### config.mk
export PLATFORM = sky130hd
export DESIGN_NAME = fp32_to_u32_trunc
export DESIGN_NICKNAME = d
export VERILOG_FILES = /design/src/rtl/fp2u_pkg.sv /design/src/rtl/fp2u_classify.sv /design/src/rtl/fp2u_align.sv /design/src/rtl/fp2u_resolve.sv /design/src/rtl/fp32_to_u32_trunc.sv
export SDC_FILE = /design/constraint.sdc
export NUM_CORES = 1
export LEC_CHECK = 0
export BUFFER_PORTS_ARGS = -buffer_cell sky130_fd_sc_hd__buf_2
export CAP_MARGIN = 20
export CORE_MARGIN = 8
export CORE_UTILIZATION = 40
export DETAILED_ROUTE_END_ITERATION = 12
export GPL_TIMING_DRIVEN = 0
export PLACE_DENSITY = 0.62
export SYNTH_ARGS = -nofsm -noshare
export SYNTH_HDL_FRONTEND = slang
export SYNTH_HIERARCHICAL = 1
export SYNTH_SLANG_ARGS = --single-unit
### constraint.sdc
create_clock -name clk -period 1.1 [get_ports clk]
set_input_delay 0 -clock clk [delete_from_list [all_inputs] [get_ports clk]]
set_output_delay 0 -clock clk [all_outputs]
set_load 0.05 [all_outputs]
### src/rtl/fp2u_pkg.sv
package fp2u_pkg;

  // Operand class decided before any shifting takes place.
  typedef enum logic [2:0] {
    CLS_ZERO,
    CLS_TINY,
    CLS_FIT,
    CLS_BIG,
    CLS_NAN,
    CLS_NEG
  } cvt_class_e;

  // Status vector, MSB first: invalid, overflow, div-by-zero, underflow, inexact.
  typedef struct packed {
    logic invalid;
    logic overflow;
    logic div_zero;
    logic underflow;
    logic inexact;
  } cvt_flags_t;

  localparam int FLAG_W = 5;

endpackage

### src/rtl/fp2u_classify.sv
module fp2u_classify #(
  parameter int EXP_W = 8,
  parameter int MAN_W = 23,
  parameter int INT_W = 32,
  localparam int SH_W = $clog2(INT_W)
) (
  input  logic [EXP_W+MAN_W:0]    raw_i,
  output fp2u_pkg::cvt_class_e    cls_o,
  output logic [SH_W-1:0]         shamt_o,
  output logic [MAN_W:0]          sig_o
);
  import fp2u_pkg::*;

  localparam int BIAS  = (1 << (EXP_W - 1)) - 1;
  localparam int LIMIT = BIAS + INT_W;

  logic             sgn;
  logic [EXP_W-1:0] ex;
  logic [MAN_W-1:0] mn;

  assign sgn = raw_i[EXP_W+MAN_W];
  assign ex  = raw_i[EXP_W+MAN_W-1:MAN_W];
  assign mn  = raw_i[MAN_W-1:0];

  function automatic logic exp_all_ones(input logic [EXP_W-1:0] e);
    return &e;
  endfunction

  function automatic cvt_class_e sort_operand(input logic s,
                                              input logic [EXP_W-1:0] e,
                                              input logic [MAN_W-1:0] m);
    if (exp_all_ones(e) && (m != '0))  return CLS_NAN;
    if ((e == '0) && (m == '0))        return CLS_ZERO;
    if (s)                             return CLS_NEG;
    if (int'(e) >= LIMIT)              return CLS_BIG;
    if (int'(e) < BIAS)                return CLS_TINY;
    return CLS_FIT;
  endfunction

  // Left shift that places the hidden bit at the integer's weight.
  function automatic logic [SH_W-1:0] unbias(input logic [EXP_W-1:0] e);
    return SH_W'(int'(e) - BIAS);
  endfunction

  always_comb begin
    cls_o   = sort_operand(sgn, ex, mn);
    shamt_o = (cls_o == CLS_FIT) ? unbias(ex) : '0;
    sig_o   = {(ex != '0), mn};
  end

endmodule

### src/rtl/fp2u_align.sv
module fp2u_align #(
  parameter int MAN_W = 23,
  parameter int INT_W = 32,
  localparam int SH_W = $clog2(INT_W),
  localparam int WIN_W = MAN_W + INT_W
) (
  input  logic [MAN_W:0]      sig_i,
  input  logic [SH_W-1:0]     shamt_i,
  output logic [INT_W-1:0]    int_o,
  output logic                lost_o
);

  logic [WIN_W-1:0] window;

  // The window holds the significand with its binary point at MAN_W;
  // bits above the point form the integer, bits below are discarded.
  function automatic logic [WIN_W-1:0] place(input logic [MAN_W:0] s,
                                             input logic [SH_W-1:0] k);
    return WIN_W'(s) << k;
  endfunction

  always_comb begin
    window = place(sig_i, shamt_i);
    int_o  = window[WIN_W-1:MAN_W];
    lost_o = |window[MAN_W-1:0];
  end

endmodule

### src/rtl/fp2u_resolve.sv
module fp2u_resolve #(
  parameter int INT_W = 32
) (
  input  fp2u_pkg::cvt_class_e  cls_i,
  input  logic [INT_W-1:0]      int_i,
  input  logic                  lost_i,
  output logic [INT_W-1:0]      result_o,
  output fp2u_pkg::cvt_flags_t  flags_o
);
  import fp2u_pkg::*;

  function automatic logic [INT_W-1:0] pick_value(input cvt_class_e c,
                                                  input logic [INT_W-1:0] v);
    case (c)
      CLS_FIT: return v;
      CLS_BIG: return '1;
      default: return '0;
    endcase
  endfunction

  function automatic cvt_flags_t pick_flags(input cvt_class_e c, input logic lost);
    cvt_flags_t f;
    f = '0;
    case (c)
      CLS_NAN, CLS_NEG, CLS_BIG: f.invalid = 1'b1;
      CLS_TINY:                  f.inexact = 1'b1;
      CLS_FIT:                   f.inexact = lost;
      default:                   f = '0;
    endcase
    return f;
  endfunction

  always_comb begin
    result_o = pick_value(cls_i, int_i);
    flags_o  = pick_flags(cls_i, lost_i);
  end

endmodule

### src/rtl/fp32_to_u32_trunc.sv
module fp32_to_u32_trunc #(
  parameter int EXP_W = 8,
  parameter int MAN_W = 23,
  parameter int INT_W = 32,
  localparam int SH_W = $clog2(INT_W)
) (
  input  logic                        clk,
  input  logic                        rst_n,
  input  logic                        in_valid,
  input  logic [EXP_W+MAN_W:0]        in_data,
  output logic                        out_valid,
  output logic [INT_W-1:0]            out_result,
  output logic [fp2u_pkg::FLAG_W-1:0] out_flags,
  output logic                        out_any
);
  import fp2u_pkg::*;

  cvt_class_e       cls;
  logic [SH_W-1:0]  shamt;
  logic [MAN_W:0]   sig;
  logic [INT_W-1:0] int_val;
  logic             frac_lost;
  logic [INT_W-1:0] nxt_result;
  cvt_flags_t       nxt_flags;
  logic [FLAG_W-1:0] nxt_flag_vec;

  logic              valid_q;
  logic [INT_W-1:0]  result_q;
  logic [FLAG_W-1:0] flags_q;
  logic              any_q;

  fp2u_classify #(.EXP_W(EXP_W), .MAN_W(MAN_W), .INT_W(INT_W)) u_classify (
    .raw_i   (in_data),
    .cls_o   (cls),
    .shamt_o (shamt),
    .sig_o   (sig)
  );

  fp2u_align #(.MAN_W(MAN_W), .INT_W(INT_W)) u_align (
    .sig_i   (sig),
    .shamt_i (shamt),
    .int_o   (int_val),
    .lost_o  (frac_lost)
  );

  fp2u_resolve #(.INT_W(INT_W)) u_resolve (
    .cls_i    (cls),
    .int_i    (int_val),
    .lost_i   (frac_lost),
    .result_o (nxt_result),
    .flags_o  (nxt_flags)
  );

  assign nxt_flag_vec = nxt_flags;

  always_ff @(posedge clk or negedge rst_n) begin
    if (!rst_n) begin
      valid_q  <= 1'b0;
      result_q <= '0;
      flags_q  <= '0;
      any_q    <= 1'b0;
    end else begin
      valid_q <= in_valid;
      if (in_valid) begin
        result_q <= nxt_result;
        flags_q  <= nxt_flag_vec;
        any_q    <= |nxt_flag_vec;
      end
    end
  end

  assign out_valid  = valid_q;
  assign out_result = result_q;
  assign out_flags  = flags_q;
  assign out_any    = any_q;

endmodule

### Yosys cells after proc, flatten, opt, wreduce, memory -nomap -nowiden

Index checks and enable logic that the tools add are counted.

* register bits after elaboration: 36
* input bits: 35
* output and inout port bits: 39
* logic and storage cells: 52

* add/sub/neg operators: 1
* order comparisons: 2
* equality and inequality tests: 5
* shift-type cells: 1
* muxes and demuxes: 29
* reductions and logical operators: 10

Operators with widths (number)
* one-hot mux 32 bit (2 select lines): 1
* << shifter 24 x 5 -> 55 bit: 1
* two-way mux 3 bit: 10
* zero test 23 bit: 1
* nonzero test 23 bit: 1
* OR reduction 23 bit: 1
* two-way mux 1 bit: 16
* greater-or-equal comparator 8 bit (second input constant): 1
* zero test 8 bit: 1
* < comparator 8 x 7 -> 1 bit (second input constant): 1
* AND reduction 8 bit: 1
* nonzero test 8 bit: 1
* == test 3 x 2 -> 1 bit (second input constant): 2
* == test 3 bit (second input constant): 2
* two-way mux 5 bit: 1
* subtractor 5 bit (second input constant): 1
* == test 3 x 1 -> 1 bit (second input constant): 1
* OR reduction 3 bit: 1
* logical AND 1 bit: 2
* one-hot mux 1 bit (2 select lines): 1
* OR reduction 2 bit: 1

### Longest topological paths before layout

Gate-level depths: netlist of run 1.

* depth after elaboration: 24
* mapped depth: 18

### Cells and area by module

The synthesis of run 1 kept the hierarchy.

Modules (own cells, without submodules)
* fp2u_align: times used 1, cells an instance 239, area each 1838.0 µm²
* fp32_to_u32_trunc: times used 1, cells an instance 84, area each 1478.9 µm²
* fp2u_classify: times used 1, cells an instance 62, area each 431.7 µm²
* fp2u_resolve: times used 1, cells an instance 81, area each 374.1 µm²

### Worst setup path after synthesis of run 1

Ideal clock, no wire load.

* kind: in2reg
* start: input in_data[23]
* end: register flags_q[0], in the netlist out_flags[0]
* library setup time: 125 ps
* arrival time: 2933 ps
* slack: -1958 ps
* stages: 14
* cells stage by stage: ha_1 nand4_1 mux2i_1 or2_2 nor2_1 buf_6 mux4_2 mux2_2 mux2_2 nor4_2 a32oi_1 nand3b_1 a21oi_1 mux2_2

* longest elaborated chain between the ends: 16
* elaborated cells between the ends (all ways): 35

Ends and longest elaborated chain
* start, declared: RTL line fp32_to_u32_trunc.sv:10 `input logic [EXP_W+MAN_W:0] in_data,`
* < comparator 8 x 7 -> 1 bit / zero test 8 bit (equally long branches): RTL line fp2u_classify.sv:36, fp2u_classify.sv:33
* two-way mux 1 bit / logical AND 1 bit (equally long branches): RTL line fp2u_classify.sv:36, fp2u_classify.sv:33
* two-way mux 1 bit / two-way mux 3 bit (equally long branches): RTL line fp2u_classify.sv:36, fp2u_classify.sv:33
* two-way mux 1 bit / two-way mux 3 bit (equally long branches): RTL line fp2u_classify.sv:35, fp2u_classify.sv:34
* two-way mux 1 bit / two-way mux 3 bit (equally long branches): RTL line fp2u_classify.sv:34, fp2u_classify.sv:35
* two-way mux 1 bit / two-way mux 3 bit (equally long branches): RTL line fp2u_classify.sv:33, fp2u_classify.sv:36
* two-way mux 3 bit: RTL line fp2u_classify.sv:37 `return CLS_FIT;`
* two-way mux 3 bit: RTL line fp2u_classify.sv:36 `if (int'(e) < BIAS) return CLS_TINY;`
* (+3 left out)
* == test 3 x 2 -> 1 bit: RTL line fp2u_classify.sv:47 `shamt_o = (cls_o == CLS_FIT) ? unbias(ex) : '0;`
* two-way mux 5 bit (*): RTL line fp2u_classify.sv:47
* via shamt[0]: RTL line fp32_to_u32_trunc.sv:19 `logic [SH_W-1:0] shamt;`
* << shifter 24 x 5 -> 55 bit (*): RTL line fp2u_align.sv:19 `return WIN_W'(s) << k;`
* OR reduction 23 bit (*): RTL line fp2u_align.sv:25 `lost_o = |window[MAN_W-1:0];`
* via frac_lost: RTL line fp32_to_u32_trunc.sv:22 `logic frac_lost;`
* one-hot mux 1 bit (2 select lines) (*): RTL line fp2u_resolve.sv:24 `case (c)`
* via nxt_flag_vec[0]: RTL line fp32_to_u32_trunc.sv:25 `logic [FLAG_W-1:0] nxt_flag_vec;`
* end signal, assigned: RTL line fp32_to_u32_trunc.sv:66 `flags_q <= nxt_flag_vec;`
* end, declared: RTL line fp32_to_u32_trunc.sv:29 `logic [FLAG_W-1:0] flags_q;`

Mark *: on every way through the listed nets, which the timed path passes. The rest lies on a longest branch. The select of a mux whose other input is x is not followed.
A chain may end at the register's enable or synchronous reset.

### Final worst setup path of run 1

* start: input in_data[24]
* end: register result_q[12], in the netlist out_result[12]

* longest elaborated chain between the ends: 15
* elaborated cells between the ends (all ways): 34

Ends and longest elaborated chain
* < comparator 8 x 7 -> 1 bit / zero test 8 bit (equally long branches): RTL line fp2u_classify.sv:36, fp2u_classify.sv:33
* two-way mux 1 bit / logical AND 1 bit (equally long branches): RTL line fp2u_classify.sv:36, fp2u_classify.sv:33
* two-way mux 1 bit / two-way mux 3 bit (equally long branches): RTL line fp2u_classify.sv:36, fp2u_classify.sv:33
* two-way mux 1 bit / two-way mux 3 bit (equally long branches): RTL line fp2u_classify.sv:35, fp2u_classify.sv:34
* two-way mux 1 bit / two-way mux 3 bit (equally long branches): RTL line fp2u_classify.sv:34, fp2u_classify.sv:35
* two-way mux 1 bit / two-way mux 3 bit (equally long branches): RTL line fp2u_classify.sv:33, fp2u_classify.sv:36
* two-way mux 3 bit: RTL line fp2u_classify.sv:37
* two-way mux 3 bit: RTL line fp2u_classify.sv:36
* (+2 left out)
* two-way mux 3 bit (*): RTL line fp2u_classify.sv:33 `if ((e == '0) && (m == '0)) return CLS_ZERO;`
* == test 3 x 2 -> 1 bit (*): RTL line fp2u_classify.sv:47
* two-way mux 5 bit (*): RTL line fp2u_classify.sv:47
* via shamt[0]: RTL line fp32_to_u32_trunc.sv:19
* << shifter 24 x 5 -> 55 bit (*): RTL line fp2u_align.sv:19
* via int_val[12]: RTL line fp32_to_u32_trunc.sv:21 `logic [INT_W-1:0] int_val;`
* one-hot mux 32 bit (2 select lines) (*): RTL line fp2u_resolve.sv:14 `case (c)`
* via nxt_result[12]: RTL line fp32_to_u32_trunc.sv:23 `logic [INT_W-1:0] nxt_result;`
* end signal, assigned: RTL line fp32_to_u32_trunc.sv:65 `result_q <= nxt_result;`
* end, declared: RTL line fp32_to_u32_trunc.sv:28 `logic [INT_W-1:0] result_q;`

Marked as above.

==> out/metrics.csv, run 1 <==
stage,metric,value,unit
placement,dpl-instance-area,4770,um^2
power_and_ir_drop,internal_power,0.00283,W
worst_setup_path,worstReg2RegStart,out_result[6],
clock_network,cts_tree,done,
clock_network,h-tree-depth,2,
clock_network,clk_pin_slew,0.08,ns
power_and_ir_drop,p_seq_frac,0.356,
clock_network,clockBufferDepth,2,
global_route,grt_pass1_vias,4238,
drt,top_layer_used,met4,
drt,m1WireLength,5630,um
finish,num-nets-final,647,
finish,layout-drive-gt1-share,0.616,
clock_network,clkLatencyLatePin,0.29,ns
yosys,async_flop_share,1.00,
power_and_ir_drop,swShare,0.360,
worst_setup_path,crit_fanout,5,
finish,syn2layout_area_growth,48.6,%
drt,avgRoutedWirePerCell,17.7,um
finish,diodes,0,
timing,holdWs,0.234,ns
power_and_ir_drop,power,0.00443,W
drt,avgViaCountPerCell,5.51,
timing,grt_setup_unrepaired,true,
drt,drt_wl_total,13200,um
worst_setup_path,required,1.27,ns
clock_network,cts_sinks,39,
status,outcome,finished with violations,
floorplanning,core_area,10200,um^2
status,violations,setup timing,
yosys,synthDistinctLibCells,52,
worst_hold_path,hold_start,in_valid,
worst_hold_path,hp-class,input port to flop,
worst_setup_path,cp_data_arrival_time,3.21,ns
yosys,synthTopCellsByArea,"dfrtp_1 (24%), mux2_2 (11%), mux4_2 (10%)",
worst_setup_path,crit_path_end_kind,flop,
yosys,avgSynthCellArea,8.85,um^2
drt,firstDrtPassIters,7,
timing,worstMarginPinSlew,0.823,ns
timing,slew_headroom,0.452,
drt,drtIter0Drc,254,
yosys,yosys.area.top_type_share,0.237,
floorplanning,die_w,118,um
floorplanning,die_h,118,um
yosys,synth-edff-count,0,
global_route,overflow,0,
finish,multi_input_area,3390,um^2
worst_setup_path,worstSetupPathType,input port to flop,
power_and_ir_drop,power.switching,0.00159,W
yosys,synthesis.yosys.warnings,6,
yosys,synth_area,4120,um^2
power_and_ir_drop,power.density,722,nW/um^2
floorplanning,io_pins,74,
worst_setup_path,r2r_cells,1,
floorplanning,die-area,13800,um^2
timing,slew_violations,0,
placement,port_buffers,73,
drt,vias,4114,
timing,skew,0,ns
placement,gp_congestion,0.925,
yosys,yosysTopAreaCell,dfrtp_1,
yosys,syn_inst,466,
timing,period_minus_slack,3.04,ns
worst_hold_path,min_to,out_result[0],
timing,finalCritPeriodShare,2.76,
job,drv_cap,0,
global_route,grt_pass1_wl,21700,um
power_and_ir_drop,combPwrFrac,0.426,
drt,wl_met2,6530,um
power_and_ir_drop,peakVddDrop,0.000518,V
drt,ant_nets,0,
finish,num-fill-cells,898,
yosys,ys_seq_area_frac,0.237,
finish,stdcell_area,6130,um^2
drt,route.met3.wl,777,um
power_and_ir_drop,p_leak,2.73,nW
placement,place_ws,-2.44,ns
yosys,synth_ff_type,dfrtp_1,
timing,clock.fmax,329,MHz
clock_network,cts_buffers,5,
worst_setup_path,r2r_end,out_result[6],
drt,drc_errors,0,
timing,final.setup.worst_slack,-1.94,ns
clock_network,clockRootBuffer,clkbuf_8,
finish,register_area,976,um^2
timing,setup_viol,35,
placement,dp_hpwl,9470,um
timing,finalHoldViolCount,0,
power_and_ir_drop,pwr-share-clk,0.218,
global_route,grt_max_degree,40,
finish,final_util,0.601,
worst_hold_path,min_path_cells,3,
worst_setup_path,startpoint_type,input port,
yosys,synth-seq-cells,39,
floorplanning,start_util,0.405,
global_route,grt_use_total,0.185,
worst_setup_path,rrSetupSlack,0.32,ns
floorplanning,row_count,37,
global_route,antenna_found_initial,0,
==> cell type report <==
class,instances,share of cell area
Multi-Input combinational cell,361,0.554
Clock inverter,1,0.000817
Tap cell,136,0.0278
Timing Repair Buffer,136,0.157
Clock buffer,6,0.0135
Inverter,9,0.00551
Buffer,58,0.0817
Sequential cell,39,0.159
==> worst max-delay path: stages <==
cell and delay (ns):
buf_8 0.08, ha_4 0.13, nand4_1 0.13, mux2i_2 0.20, or2_4 0.28, nor2_4 0.14, buf_8 0.14, mux4_2 0.53
mux2i_2 0.20, buf_4 0.14, buf_4 0.09, buf_4 0.09, buf_4 0.09, buf_4 0.09, buf_4 0.09, buf_4 0.10
nand2_1 0.05, nand3_1 0.11, o21ai_1 0.08, nor2_1 0.15, nor2_2 0.05, mux2_2 0.25
==> kinds of logic after synthesis <==
family	share of synthesized area
buf+inv	0.108
xor+xnor	0.00637
mux	0.335
other cells	0.000910
compound gates	0.0950
flops	0.237
simple gates	0.212
fa+ha+maj	0.00607
==> per-layer routing <==
metal | global-route usage | up-vias
li1 | - | 1922
met1 | 0.237 | 2016
met2 | 0.315 | 153
met3 | 0.0341 | 23
met4 | 0.0448 | 0
met5 | 0 | -
==> state kept, by name, indices dropped and copies added, names as in the netlist <==
| name | cells |
|---|---|
| out_any | 1 |
| out_result | 32 |
| out_flags | 5 |
| out_valid | 1 |
==> Yosys cell counts (all sizes together) (5+ instances only) <==
cell	number
nor4	7
inv	8
o21ai	21
o22ai	6
a21oi	15
nor3	9
mux2	50
nor2b	5
clkbuf	8
dfrtp	39
mux2i	28
buf	51
nand2	35
and2	10
nor2	98
nand3	10
mux4	22
==> worst max path at each step <==
stage / slack [ns] / from / cells after the start / end
after floorplan: -1.78 / in_data[23] / 14 / out_flags[0]
after global placement: -2.42 / in_data[23] / 17 / out_any
after detailed placement: -2.44 / in_data[23] / 17 / out_any
after CTS: -1.90 / in_data[24] / 17 / out_any
after global routing: -2.09 / in_data[24] / 18 / out_any
final: -1.94 / in_data[24] / 22 / out_result[12]
==> power groups by stage <==
stage                     registers, W  clock network (W)  logic (W)
after floorplan                0.00194                  0   0.000733
after global placement         0.00160                  0    0.00147
after detailed placement       0.00160                  0    0.00148
after CTS                      0.00158           0.000994    0.00171
after global routing           0.00159            0.00107    0.00200
final                          0.00158           0.000964    0.00188
==> repair_timing <==
action / CTS / global route
resized for setup: 136 / 107
cloned: 8 / 0
setup buffers: 52 / 30
endpoints found under the hold margin: 40 / 0
setup endpoints to repair: 35 / 35
pin swaps: 28 / 21
hold buffers: 2 / 0
==> stage by stage <==
stage / TNS, ns / std cells
detailed placement: -64.91 / 677
finish: -55.33 / 746
floorplan: -45.08 / 468
global placement: -64.21 / 677
global route: -59.47 / 746
CTS: -53.56 / 726
==> cell usage in the layout (no fill, tap or decap), types with 4 or more instances in the layout <==
cell and instances:
a21oi_1 8, a21oi_2 6, and2_1 7, buf_12 5, buf_2 70, buf_4 79
buf_6 26, buf_8 5, clkbuf_1 4, clkbuf_8 6, dfrtp_1 39, inv_1 7
mux2_2 13, mux2_4 37, mux2i_1 12, mux2i_2 6, mux2i_4 10, mux4_2 21
nand2_1 30, nand2_2 4, nand3_1 6, nand3_2 4, nor2_1 49, nor2_2 32
nor2_4 17, nor2b_1 5, nor3_1 5, o21ai_0 7, o21ai_1 7, o21ai_2 6
o22ai_1 4
Power figures use the tool's default switching activity.
==> inputs of run 2 (changes only) <==
--- a/config.mk
+++ b/config.mk
@@ -11,7 +11,6 @@
 export CORE_UTILIZATION = 40
 export DETAILED_ROUTE_END_ITERATION = 12
 export GPL_TIMING_DRIVEN = 0
-export PLACE_DENSITY = 0.62
 export SYNTH_ARGS = -nofsm -noshare
 export SYNTH_HDL_FRONTEND = slang
 export SYNTH_HIERARCHICAL = 1
==> run 2 against run 1 <==
Net effect:
- the flow still finishes with violations (setup timing)
- cell count decreased by 4.3%
- clock-buffer cell count did not move
- combinational power is 9% lower
- clock power is 29% higher
- flip-flop and latch count did not move
- maximum frequency grew 1.5%
- sequential share of layout area grew 2.1 points
- largest cell class unchanged
==> out/metrics.csv, run 2 (same netlist as run 1, synthesis figures left out) <==
stage,metric,value,unit
clock_network,h-tree-depth,2,
worst_setup_path,cp_data_arrival_time,3.17,ns
worst_hold_path,hp-class,input port to flop,
timing,setup_viol,35,
clock_network,clk_pin_slew,0.08,ns
drt,drtIter0Drc,276,
timing,slew_headroom,0.439,
drt,drt_wl_total,12300,um
timing,grt_setup_unrepaired,true,
finish,layout-drive-gt1-share,0.484,
worst_setup_path,required,1.27,ns
floorplanning,io_pins,74,
power_and_ir_drop,combPwrFrac,0.378,
clock_network,cts_buffers,5,
power_and_ir_drop,peakVddDrop,0.000552,V
power_and_ir_drop,power.density,835,nW/um^2
drt,ant_nets,0,
timing,final.setup.worst_slack,-1.90,ns
worst_setup_path,crit_path_end_kind,flop,
finish,num-nets-final,614,
global_route,grt_max_degree,40,
drt,drc_errors,0,
timing,period_minus_slack,3.00,ns
placement,gp_congestion,0.917,
power_and_ir_drop,p_leak,2.47,nW
finish,diodes,0,
job,drv_cap,0,
drt,avgRoutedWirePerCell,17.3,um
timing,skew,0,ns
global_route,grt_pass1_vias,4157,
floorplanning,die_h,118,um
drt,avgViaCountPerCell,5.44,
worst_setup_path,worstSetupPathType,input port to flop,
clock_network,cts_tree,done,
drt,vias,3886,
clock_network,clkLatencyLatePin,0.28,ns
floorplanning,row_count,37,
worst_setup_path,crit_fanout,5,
worst_hold_path,hold_start,in_valid,
finish,layout_common_cells,"nor2_1 (93), buf_2 (73), buf_4 (50)",
worst_setup_path,startpoint,in_data[24],
power_and_ir_drop,internal_power,0.00297,W
global_route,grt_pass1_wl,20500,um
floorplanning,die-area,13800,um^2
global_route,grt_use_total,0.176,
timing,clock.fmax,334,MHz
timing,finalCritPeriodShare,2.72,
floorplanning,core_area,10200,um^2
placement,port_buffers,73,
placement,dp_hpwl,9530,um
floorplanning,start_util,0.405,
power_and_ir_drop,power.switching,0.00155,W
timing,holdWs,0.205,ns
clock_network,clockRootBuffer,clkbuf_8,
power_and_ir_drop,power,0.00452,W
status,violations,setup timing,
global_route,antenna_found_initial,0,
timing,finalHoldViolCount,0,
drt,firstDrtPassIters,5,
placement,placed_cells,677,
clock_network,cts_sinks,39,
timing,worstMarginPinSlew,0.842,ns
status,outcome,finished with violations,
worst_setup_path,startpoint_type,input port,
power_and_ir_drop,p_seq_frac,0.348,
finish,syn2layout_area_growth,31.4,%
finish,finalNonFillerCells,714,
worst_setup_path,worstReg2RegStart,out_result[0],
timing,slew_violations,0,
power_and_ir_drop,swShare,0.342,
finish,final_common_cell,nor2_1,
power_and_ir_drop,pwr-share-clk,0.274,
floorplanning,die_w,118,um
global_route,overflow,0,
clock_network,clockBufferDepth,2,
finish,largest_reg_flops,32,
[run 2: cell count changes in the layout (fill, tap and decap cells not counted), sizes merged]
cell    change
buf        -34
bufinv      +1
clkbuf      +1
[run 2: stage by stage]
stage / setup slack [ns] / instance area, um^2 / utilization / TNS [ns]
final: -1.90 / 5420 / 0.532 / -50.43
after detailed placement: -2.45 / 4770 / 0.468 / -64.90
after floorplan: -1.78 / 4230 / - / -45.08
after CTS: -1.90 / 5200 / 0.511 / -47.95
after global routing: -2.04 / 5420 / 0.532 / -55.20
after global placement: -2.40 / 4770 / 0.468 / -63.74
[run 2: worst max-delay path: stages]
cell	delay [ns]
buf_8	0.08
ha_4	0.12
nand4_1	0.12
mux2i_1	0.16
or2_4	0.29
nor2_4	0.16
buf_8	0.14
mux4_2	0.53
mux2_4	0.30
mux2_4	0.29
nor4_2	0.30
a32oi_1	0.15
nand3b_1	0.13
a21oi_2	0.08
nor3_2	0.20
a31oi_1	0.11
[run 2: worst paths after layout]
kind / endpoint / cells past startpoint / slack (ns)
hold reg to reg: out_result[21] / 1 / 0.50
setup / recovery: out_any / 16 / -1.90
setup reg to reg: out_result[0] / 1 / 0.32
min in group asynchronous: out_result[17] / 2 / 0.35
max in group asynchronous: out_result[11] / 2 / 0.22
hold / removal: out_result[30] / 3 / 0.20
[run 2: layout make-up]
class	count	area, um^2
Clock inverter	2	35.0
Clock buffer	6	82.6
Inverter	9	33.8
Timing Repair Buffer	103	691
Tap cell	136	170
Fill cell	971	4770
Sequential cell	39	976
Multi-Input combinational cell	361	2980
Buffer	58	447
[run 2: routing by layer]
layer	global-route usage	wire, um
met5	0	0
met4	0.0552	243
met3	0.0374	748
met2	0.299	6020
met1	0.217	5310
[run 2: repair_timing]
item	CTS	global route
endpoints found under the hold margin	40	0
gates cloned	1	0
resized for setup	47	38
hold buffers	2	0
pin swaps	16	23
setup buffers	18	13
setup endpoints to repair	35	35
[run 2: power by group through the flow]
stage               combinational [W]  sequential [W]  clock (W)
detailed placement            0.00148         0.00160          0
global placement              0.00147         0.00160          0
global route                  0.00182         0.00159    0.00135
floorplan                    0.000733         0.00194          0
CTS                           0.00161         0.00158    0.00127
finish                        0.00171         0.00157    0.00124
==> inputs of run 3 (changes only) <==
--- a/config.mk
+++ b/config.mk
@@ -11,6 +11,7 @@
 export CORE_UTILIZATION = 40
 export DETAILED_ROUTE_END_ITERATION = 12
 export GPL_TIMING_DRIVEN = 0
+export PLACE_DENSITY = 0.61
 export SYNTH_ARGS = -nofsm -noshare
 export SYNTH_HDL_FRONTEND = slang
 export SYNTH_HIERARCHICAL = 1
==> run 3 against run 2 <==
Net effect:
- the run still ends with setup timing left
- sequential power is essentially flat
- register-to-register slack is essentially flat
- routed wire length grew 4.5%
- combinational power grew 4%
- non-clock buffer count grew 13
- design area grew 5.6%
- via count grew 3.2%
- setup slack lost 0.049 ns
- critical path type unchanged
==> out/metrics.csv, run 3 (same netlist as run 1, synthesis figures left out) <==
stage,metric,value,unit
finish,layout-drive-gt1-share,0.526,
drt,avgRoutedWirePerCell,17.7,um
clock_network,clockBufferDepth,2,
drt,drt_wl_total,12900,um
placement,dpl-instance-area,4770,um^2
clock_network,h-tree-depth,2,
power_and_ir_drop,p_leak,2.56,nW
finish,num-nets-final,627,
timing,worstMarginPinSlew,0.836,ns
finish,layout_common_cells,"nor2_1 (88), buf_2 (73), buf_4 (63)",
worst_setup_path,crit_fanout,5,
clock_network,cts_sinks,39,
drt,firstDrtPassIters,5,
placement,dp_hpwl,9660,um
timing,final.setup.worst_slack,-1.95,ns
finish,stdcell_area,5720,um^2
timing,skew,0,ns
drt,avgViaCountPerCell,5.51,
global_route,antenna_found_initial,0,
status,violations,setup timing,
worst_setup_path,cp_data_arrival_time,3.23,ns
floorplanning,core_area,10200,um^2
timing,grt_setup_unrepaired,true,
drt,drtIter0Drc,323,
finish,largest_reg_flops,32,
clock_network,cts_tree,done,
timing,finalCritPeriodShare,2.77,
power_and_ir_drop,power.density,804,nW/um^2
status,outcome,finished with violations,
timing,finalHoldViolCount,0,
timing,finalSetupTns,-51.10,ns
drt,vias,4009,
finish,register_area,976,um^2
timing,period_minus_slack,3.05,ns
worst_setup_path,required,1.29,ns
clock_network,clkLatencyLatePin,0.29,ns
floorplanning,row_count,37,
global_route,overflow,0,
placement,gp_congestion,0.899,
worst_setup_path,startpoint_type,input port,
worst_setup_path,crit_path_end_kind,flop,
floorplanning,die_h,118,um
global_route,grt_max_degree,40,
timing,slew_violations,0,
drt,ant_nets,0,
drt,drc_errors,0,
worst_setup_path,r2r_cells,1,
clock_network,clk_pin_slew,0.08,ns
finish,final_common_cell,nor2_1,
clock_network,cts_buffers,5,
timing,holdWs,0.216,ns
finish,num-fill-cells,941,
placement,port_buffers,73,
clock_network,clockRootBuffer,clkbuf_8,
job,drv_cap,0,
worst_hold_path,hp-class,input port to flop,
worst_setup_path,worstSetupPathType,input port to flop,
global_route,grt_pass1_vias,4134,
timing,clock.fmax,328,MHz
floorplanning,die_w,118,um
power_and_ir_drop,peakVddDrop,0.000578,V
floorplanning,io_pins,74,
timing,slew_headroom,0.442,
finish,diodes,0,
floorplanning,die-area,13800,um^2
global_route,grt_use_total,0.187,
finish,multi_input_area,3140,um^2
timing,setup_viol,35,
global_route,grt_pass1_wl,21300,um
worst_hold_path,min_path_cells,3,
finish,syn2layout_area_growth,38.7,%
floorplanning,start_util,0.405,
-- run 3: cell types whose count changed in the layout (fill, tap and decap cells not counted), sizes merged --
cell and change:
buf +13
-- run 3: power by group --
group	switching (W)	internal (W)
registers	0.0000481	0.00153
clock network	0.000505	0.000734
logic	0.00103	0.000747
-- run 3: metrics by stage --
stage / instances / setup WS (ns) / total power (W) / utilization
6_report: 727 / -1.95 / 0.00460 / 0.562
3_5_place_dp: 677 / -2.43 / 0.00309 / 0.468
5_1_grt: 727 / -2.06 / 0.00481 / 0.562
2_1_floorplan: 468 / -1.78 / 0.00267 / -
4_1_cts: 716 / -1.96 / 0.00454 / 0.537
3_3_place_gp: 677 / -2.42 / 0.00307 / 0.468
-- run 3: final timing paths --
check | slack (ns) | endpoint | from
worst max-delay path | -1.95 | out_flags[0] | in_data[24]
worst min-delay path | 0.22 | out_result[31] | in_valid
worst max register to register | 0.33 | out_result[8] | out_result[8]
worst min register to register | 0.50 | out_result[19] | out_result[19]
max in group asynchronous | 0.23 | out_any | rst_n
min in group asynchronous | 0.34 | out_result[12] | rst_n
-- run 3: cell type report --
| cell class | instances | share of cell area |
|---|---|---|
| Clock buffer | 6 | 0.0144 |
| Tap cell | 136 | 0.0298 |
| Clock inverter | 2 | 0.00613 |
| Inverter | 9 | 0.00591 |
| Buffer | 58 | 0.0871 |
| Multi-Input combinational cell | 361 | 0.548 |
| Sequential cell | 39 | 0.171 |
| Timing Repair Buffer | 116 | 0.138 |
-- run 3: worst max-delay path, stage by stage --
cell	delay (ns)
buf_8	0.08
ha_4	0.12
nand4_1	0.11
mux2i_1	0.16
or2_4	0.27
nor2_4	0.15
buf_8	0.14
buf_6	0.09
mux4_2	0.50
mux2_4	0.30
mux2_4	0.30
nor4_4	0.29
a32oi_1	0.14
nand3b_1	0.12
a21oi_2	0.08
buf_4	0.13
mux2_4	0.24
-- run 3: per-layer routing --
| layer | share of wire | global-route usage | vias to the layer above |
|---|---|---|---|
| li1 | - | - | 1876 |
| met1 | 0.42 | 0.240 | 1950 |
| met2 | 0.49 | 0.305 | 149 |
| met3 | 0.059 | 0.0312 | 34 |
| met4 | 0.031 | 0.0745 | 0 |
| met5 | 0 | 0 | - |
-- run 3: repair_timing --
item / in CTS / in global routing
pin swaps: 21 / 19
endpoints found under the hold margin: 40 / 0
cloned: 1 / 0
hold buffers: 2 / 0
setup buffers: 30 / 13
endpoints found under the setup margin: 35 / 35
gates resized for setup: 85 / 42
